[config.mk]
export PLATFORM = sky130hd
export DESIGN_NAME = rtc_flag_regs
export DESIGN_NICKNAME = d
export VERILOG_FILES = /design/src/rtl/rtc_flag_pkg.sv /design/src/rtl/rtc_bus_fsm.sv /design/src/rtl/rtc_main_status.sv /design/src/rtl/rtc_periodic_flags.sv /design/src/rtl/rtc_flag_regs.sv
export SDC_FILE = /design/constraint.sdc
export NUM_CORES = 1
export LEC_CHECK = 0
export ABC_AREA = 1
export BUFFER_PORTS_ARGS = -buffer_cell sky130_fd_sc_hd__buf_2
export CAP_MARGIN = 5
export CORE_ASPECT_RATIO = 1.4
export CORE_UTILIZATION = 49
export CTS_CLUSTER_SIZE = 25
export DETAILED_ROUTE_END_ITERATION = 7
export PLACE_DENSITY = 0.9
export SYNTH_ARGS = -nofsm -noshare
export SYNTH_HDL_FRONTEND = slang
export SYNTH_HIERARCHICAL = 1
export SYNTH_SLANG_ARGS = --single-unit
[constraint.sdc]
create_clock -name clk -period 1.8 [get_ports clk]
set_input_delay 0.36 -clock clk [delete_from_list [all_inputs] [get_ports clk]]
set_output_delay 0.36 -clock clk [all_outputs]
set_load 0.02 [all_outputs]
[src/rtl/rtc_flag_pkg.sv]
package rtc_flag_pkg;
    localparam int FLAG_W = 6;
    typedef enum logic [1:0] {
        BUS_IDLE  = 2'd0,
        BUS_READ  = 2'd1,
        BUS_RCLR  = 2'd2,
        BUS_WRITE = 2'd3
    } bus_state_e;
endpackage

[src/rtl/rtc_bus_fsm.sv]
module rtc_bus_fsm
    import rtc_flag_pkg::*;
(
    input  logic clk,
    input  logic por_n,
    input  logic rd_stb,
    input  logic wr_stb,
    output logic rd_fire,
    output logic wr_fire,
    output logic rd_clr
);
    bus_state_e state_q, state_d;

    always_ff @(posedge clk) begin
        if (!por_n) state_q <= BUS_IDLE;
        else        state_q <= state_d;
    end

    always_comb begin
        state_d = state_q;
        unique case (state_q)
            BUS_IDLE: begin
                if (rd_stb)      state_d = BUS_READ;   // read-start
                else if (wr_stb) state_d = BUS_WRITE;  // write-start
            end
            BUS_READ:  if (!rd_stb) state_d = BUS_RCLR;  // read-end
            BUS_RCLR:  state_d = BUS_IDLE;              // clear-done
            BUS_WRITE: if (!wr_stb) state_d = BUS_IDLE;  // write-end
            default:   state_d = BUS_IDLE;
        endcase
    end

    always_comb begin
        rd_fire = (state_q == BUS_IDLE) && rd_stb;
        wr_fire = (state_q == BUS_IDLE) && wr_stb && !rd_stb;
        rd_clr  = (state_q == BUS_RCLR);
    end
endmodule

[src/rtl/rtc_main_status.sv]
module rtc_main_status (
    input  logic       clk,
    input  logic       por_n,
    input  logic       wr_hit,
    input  logic [7:0] wdata,
    input  logic       pf_pin,
    input  logic       pf_evt,
    input  logic       alarm_evt,
    input  logic       tick_evt,
    output logic [3:1] cause_q,
    output logic       blk_sel_q,
    output logic       test_en_q
);
    logic [3:1] cause_d;
    logic       unused_wbits;

    assign unused_wbits = ^{wdata[5:4], wdata[1:0]};

    always_comb begin
        cause_d[1] = pf_pin ? 1'b0 : (cause_q[1] | pf_evt);
        cause_d[2] = alarm_evt | (cause_q[2] & !(wr_hit && wdata[2]));
        cause_d[3] = tick_evt  | (cause_q[3] & !(wr_hit && wdata[3]));
    end

    always_ff @(posedge clk) begin
        if (!por_n) begin
            cause_q   <= '0;
            blk_sel_q <= 1'b0;
            test_en_q <= 1'b0;
        end else begin
            cause_q <= cause_d;
            if (wr_hit) begin
                blk_sel_q <= wdata[6];
                test_en_q <= wdata[7];
            end
        end
    end
endmodule

[src/rtl/rtc_periodic_flags.sv]
module rtc_periodic_flags
    import rtc_flag_pkg::*;
(
    input  logic              clk,
    input  logic              por_n,
    input  logic [FLAG_W-1:0] roll,
    input  logic              rd_fire,
    input  logic              rd_sel,
    input  logic              rd_clr,
    input  logic              wr_hit,
    input  logic              wr_mode,
    input  logic              osc_fail_evt,
    input  logic              clk_start_wr,
    input  logic              osc_running,
    output logic [FLAG_W-1:0] flag_q,
    output logic              osc_flag_q,
    output logic              single_q
);
    logic [FLAG_W-1:0] snap_q;
    logic [FLAG_W-1:0] flag_d;

    for (genvar i = 0; i < FLAG_W; i++) begin : g_flag
        assign flag_d[i] = roll[i] | (flag_q[i] & !(rd_clr && snap_q[i]));
    end

    always_ff @(posedge clk) begin
        if (!por_n) begin
            flag_q     <= '0;
            snap_q     <= '0;
            osc_flag_q <= 1'b1;
            single_q   <= 1'b1;
        end else begin
            flag_q <= flag_d;
            if (rd_fire) snap_q <= rd_sel ? flag_q : '0;
            if (osc_fail_evt)                     osc_flag_q <= 1'b1;
            else if (clk_start_wr && osc_running) osc_flag_q <= 1'b0;
            if (osc_fail_evt)  single_q <= 1'b1;
            else if (wr_hit)   single_q <= wr_mode;
        end
    end
endmodule

[src/rtl/rtc_flag_regs.sv]
module rtc_flag_regs
    import rtc_flag_pkg::*;
#(
    parameter int ADDR_W     = 5,
    parameter int MAIN_ADDR  = 0,
    parameter int PFLAG_ADDR = 3
) (
    input  logic              clk,
    input  logic              por_n,
    input  logic [ADDR_W-1:0] addr,
    input  logic [7:0]        wdata,
    input  logic              wr_stb,
    input  logic              rd_stb,
    input  logic              irq_pend,
    input  logic              mfo_pend,
    input  logic              pf_pin,
    input  logic              pf_evt,
    input  logic              alarm_evt,
    input  logic              tick_evt,
    input  logic [FLAG_W-1:0] roll,
    input  logic              osc_fail_evt,
    input  logic              clk_start_wr,
    input  logic              osc_running,
    output logic [7:0]        rdata,
    output logic              blk_sel,
    output logic              test_en,
    output logic              single_supply
);
    localparam logic [ADDR_W-1:0] MAIN_A  = MAIN_ADDR[ADDR_W-1:0];
    localparam logic [ADDR_W-1:0] PFLAG_A = PFLAG_ADDR[ADDR_W-1:0];

    logic              rd_fire, wr_fire, rd_clr;
    logic              main_sel, pflag_sel;
    logic [3:1]        cause_bits;
    logic [FLAG_W-1:0] pflag_bits;
    logic              osc_flag;
    logic [7:0]        rd_val;
    logic [7:0]        rdata_q;

    assign main_sel  = (addr == MAIN_A);
    assign pflag_sel = (addr == PFLAG_A) && !blk_sel;

    rtc_bus_fsm u_fsm (
        .clk     (clk),
        .por_n   (por_n),
        .rd_stb  (rd_stb),
        .wr_stb  (wr_stb),
        .rd_fire (rd_fire),
        .wr_fire (wr_fire),
        .rd_clr  (rd_clr)
    );

    rtc_main_status u_main (
        .clk       (clk),
        .por_n     (por_n),
        .wr_hit    (wr_fire && main_sel),
        .wdata     (wdata),
        .pf_pin    (pf_pin),
        .pf_evt    (pf_evt),
        .alarm_evt (alarm_evt),
        .tick_evt  (tick_evt),
        .cause_q   (cause_bits),
        .blk_sel_q (blk_sel),
        .test_en_q (test_en)
    );

    rtc_periodic_flags u_pflag (
        .clk          (clk),
        .por_n        (por_n),
        .roll         (roll),
        .rd_fire      (rd_fire),
        .rd_sel       (pflag_sel),
        .rd_clr       (rd_clr),
        .wr_hit       (wr_fire && pflag_sel),
        .wr_mode      (wdata[6]),
        .osc_fail_evt (osc_fail_evt),
        .clk_start_wr (clk_start_wr),
        .osc_running  (osc_running),
        .flag_q       (pflag_bits),
        .osc_flag_q   (osc_flag),
        .single_q     (single_supply)
    );

    always_comb begin
        if (main_sel)
            rd_val = {test_en, blk_sel, 2'b00, cause_bits, irq_pend | mfo_pend};
        else if (pflag_sel)
            rd_val = {1'b0, osc_flag, pflag_bits};
        else
            rd_val = 8'h00;
    end

    always_ff @(posedge clk) begin
        if (!por_n)       rdata_q <= 8'h00;
        else if (rd_fire) rdata_q <= rd_val;
    end

    assign rdata = rdata_q;
endmodule

==> out/summary.md <==
The flow ran to the end, and the final reports show no timing, DRC or antenna violations. At the worst endpoint, the required time is 2.02 ns. The run gives 342 uW as the power dissipated by switching net loads. The tools report the post-route worst setup slack as 0.490 ns.

Fill cells in the final layout number 241. In this run the biggest area consumer among cell types represents 45.7% of the synthesized area. Averaged over all synthesized cells, the footprint is 7.02 um2.

The worst-path cell with the longest stage delay is sky130_fd_sc_hd__dfxtp_1. After synthesis, the cell types taking the most area are sky130_fd_sc_hd__dfxtp_1, sky130_fd_sc_hd__nand2_1, sky130_fd_sc_hd__inv_1. Endpoint type of the worst setup path: a flop. Final hold analysis gives a worst-case slack of 0.194 ns. Measured against its own limit, the worst slew margin works out to 70.7%.

In this run the worst path has a maximum fanout of 5. The run gives 261 as the number of non-filler instances in the completed layout. The logs give 35.9% for the met2 track demand over resource in global routing and 0 for the number of buffers inserted to repair setup after CTS. After detailed routing, the average wire length per cell comes to 10.1 um.

Detailed placement ended at an HPWL of 1940 um. Path type of the worst setup path: flop to flop. The worst min-delay path class is primary input to flop. The run gives 0 ns as the summed negative setup slack over all endpoints. Power spread over the standard cell area amounts to 832 nW/um2. The run gives 2800 um2 as the area of the die. Row generation in the floorplan step produced 21 rows. The number of max-slew violations in the final report came out at 0. The hold buffer count at cts came out at 0.

The initial core utilization was 52.5%. The logs give 1.31 mW for the power consumption and 33.5% for the portion of total power attributed to the clock network. The total via count in the routed design was 1255.

The DRC violation count after routing was 0. The final critical path takes up 72.8% of the cycle. The width of the die is 45.0 um.

The peak per-stage delay on the critical path was 0.34 ns. Shortest clock period the worst path allows after layout: 1.31 ns. For this block, the routed nets add up to 2640 um of wire. The share of total power dissipated in combinational logic is 13.7%. The area growth from synthesis to final layout works out to 23.7%. Traced cell by cell, the critical path runs through inv_2 -> nand2_2 -> nor3_1 -> inv_1 -> nor2_1 -> nand2_1 -> nand2_1 -> a21oi_1. Yosys printed 6 warnings.

The logs give 0 for the aggregate global routing overflow and 0.791 for the routability congestion estimate. The floorplan die height was 62.2 um. The synthesized design spends more area on one cell type than any other, namely sky130_fd_sc_hd__dfxtp_1.

The share of total power dissipated in sequential elements is 52.8%. The number of hold violations in the final report was 0. The global-route met1 utilization is 26.1%, and the number of input and output port buffers inserted is 38. The first global-routing pass estimated 4630 um of wire. The repair_antennas step left the layout with diodes totalling 0. At the pin with the least slew margin, the transition time is 0.438 ns.

In this design, the critical path's most frequently occurring cell is sky130_fd_sc_hd__nand2_1. Counting every sink on the clock net gives 29. Clock latency on the worst-skew pair, taken at its later pin, is 0.32 ns. Global routing used 5.23% of the available met3 tracks.

For the number of antenna violations at the first check in global routing, the log shows 0. The tools report the total leakage power as 0.789 nW. At the end of the flow the core is filled with cells to 65.0%.

The tools report the post-place setup slack as 0.410 ns. The routed via count divided by cell count is 4.81, and the count of maximum capacitance violations is 0. In this run the cell area measured after placement is 1500 um2.

The busiest layer in global routing was met2. Counting every instance in the synthesized netlist gives 181. Based on the critical path, the design can be clocked at up to 763 MHz. The nature of the critical path startpoint was a flop.

Setup repair after global routing left no endpoint under its margin. The H-tree was split into 2 levels. The internal portion of the total power is 966 uW. The total global routing track utilization came out at 22.4%.

Post-cts gate resize count: 0. Clock tree synthesis selected as its root buffer the cell sky130_fd_sc_hd__clkbuf_4. In the final design database the tool counted 258 nets. Data arrives at the worst endpoint at 1.53 ns. The number of nets produced by synthesis is 213, and the worst supply voltage drop on vdd is 501 uV. The remaining antenna violation count after routing is 0.

Entering global routing, the biggest net connects 23 pins. In this run the cell area of the synthesized design comes to 1270 um2. The total placed cells including tap cells is 253, and the fraction of power spent switching nets is 26.1%. For the final database, setup skew stands at 0.00386 ns. Setup violations remaining at the end of the flow were counted as 0. The logs give 43 for the top-level port count and 41 for the number of DRC violations after detailed-routing iteration 0. TritonCTS built the clock tree. The clock-pin slew of the registers on the worst-case setup and hold paths works out to 0.09 ns. No sink is reached through more buffers than the 2 on the longest clock path. After routing the design area is 1570 um2. TritonCTS created 5 clock buffers.

Synthesis instantiated 19 different standard cells from the library. Via count of the first global-routing pass: 1137. Of the cells placed in the final design, the portion with a size suffix greater than 1 is 26.0%. Sequential elements use 45.7% of the synthesized area. The placeable core region was 2420 um2. The post-synthesis sequential element count was 29; the number of detailed-routing iterations run before antenna repair was 4.
==> worst max-delay path, delay by kind of cell, from the launching register on <==
| family | cells | cell delay (ns) |
|---|---|---|
| and+or+nand+nor | 5 | 0.66 |
| DFF | 1 | 0.34 |
| buffers and inverters | 2 | 0.15 |
| AOI/OAI and AO/OA | 1 | 0.06 |
==> per-layer routing <==
metal | wire, um | vias up
li1 | - | 664
met1 | 1150 | 544
met2 | 1310 | 42
met3 | 121 | 5
met4 | 58 | 0
met5 | 0 | -
==> power by group through the flow <==
| stage | Combinational, mW | Clock, mW | Sequential, mW |
|---|---|---|---|
| after CTS | 0.179 | 0.447 | 0.691 |
| after floorplan | 0.0991 | 0 | 0.715 |
| after detailed placement | 0.177 | 0 | 0.706 |
| after global routing | 0.203 | 0.482 | 0.696 |
| final | 0.179 | 0.438 | 0.691 |
| after global placement | 0.174 | 0 | 0.705 |
==> cell usage after synthesis <==
library cell and n:
sky130_fd_sc_hd__nand2_1 38, sky130_fd_sc_hd__dfxtp_1 29, sky130_fd_sc_hd__inv_1 28, sky130_fd_sc_hd__nor2_1 23, sky130_fd_sc_hd__a21oi_1 18, sky130_fd_sc_hd__nand3_1 18, sky130_fd_sc_hd__nand4_1 8, sky130_fd_sc_hd__inv_2 3
sky130_fd_sc_hd__o21ai_0 3, sky130_fd_sc_hd__nand2_2 2, sky130_fd_sc_hd__nor2_2 2, sky130_fd_sc_hd__nor2_4 2, sky130_fd_sc_hd__buf_2 1, sky130_fd_sc_hd__buf_4 1, sky130_fd_sc_hd__buf_6 1, sky130_fd_sc_hd__nor3_1 1
sky130_fd_sc_hd__nor3_2 1, sky130_fd_sc_hd__o211ai_1 1, sky130_fd_sc_hd__o21ai_1 1
==> cells in the final DEF (no fill, tap or decap) <==
cell	instances
sky130_fd_sc_hd__nor2_4	2
sky130_fd_sc_hd__nor3_2	1
sky130_fd_sc_hd__nor3_1	1
sky130_fd_sc_hd__a21oi_1	18
sky130_fd_sc_hd__o211ai_1	1
sky130_fd_sc_hd__nand4_1	8
sky130_fd_sc_hd__nand2_2	2
sky130_fd_sc_hd__nor2_1	23
sky130_fd_sc_hd__buf_2	38
sky130_fd_sc_hd__nand3_1	18
sky130_fd_sc_hd__dfxtp_1	29
sky130_fd_sc_hd__clkbuf_8	2
sky130_fd_sc_hd__inv_2	3
sky130_fd_sc_hd__nor2_2	2
sky130_fd_sc_hd__nand2_1	38
sky130_fd_sc_hd__o21ai_0	3
sky130_fd_sc_hd__clkbuf_4	5
sky130_fd_sc_hd__buf_4	3
sky130_fd_sc_hd__o21ai_1	1
sky130_fd_sc_hd__clkinv_2	1
sky130_fd_sc_hd__inv_1	28
==> final cells by class <==
class / count / area (um2) / share of cell area, %
clock buffer: 7 / 65.1 / 4.14
clock inverter: 1 / 5.00 / 0.318
inverter: 31 / 116 / 7.40
multi-input combinational: 118 / 549 / 35.0
sequential: 29 / 581 / 36.9
tap: 34 / 42.5 / 2.71
timing repair buffer: 41 / 213 / 13.5
==> cells by family (layout without fill, tap and decap cells) <==
group | count (synthesis) | after routing | synth area share [%]
buffers and inverters | 34 | 80 | 11.0
flip-flops | 29 | 29 | 45.7
AND/OR/NAND/NOR | 95 | 95 | 34.0
AO/OA/AOI/OAI | 23 | 23 | 9.26
==> flip-flops by register name (all words and copies together), names as in the netlist <==
name and count:
u_fsm/state_q 2, u_main/test_en_q 1, u_pflag/osc_flag_q 1, rdata 8, u_main/blk_sel_q 1, u_main/cause_q 3, u_pflag/flag_q 6, u_pflag/single_q 1
u_pflag/snap_q 6
==> worst paths after layout <==
kind | cells after the start | endpoint | startpoint | slack (ns)
setup reg to reg | 8 | u_main/cause_q[3]$_SDFF_PN0_ | u_fsm/state_q[1]$_SDFFE_PN0P_ | 0.49
setup / recovery | 8 | u_main/cause_q[3]$_SDFF_PN0_ | u_fsm/state_q[1]$_SDFFE_PN0P_ | 0.49
hold reg to reg | 2 | u_pflag/osc_flag_q$_SDFFE_PP1P_ | u_pflag/osc_flag_q$_SDFFE_PP1P_ | 0.45
hold / removal | 2 | u_main/cause_q[1]$_SDFF_PP0_ | pf_pin | 0.19
(Power assumes the default switching activity.)
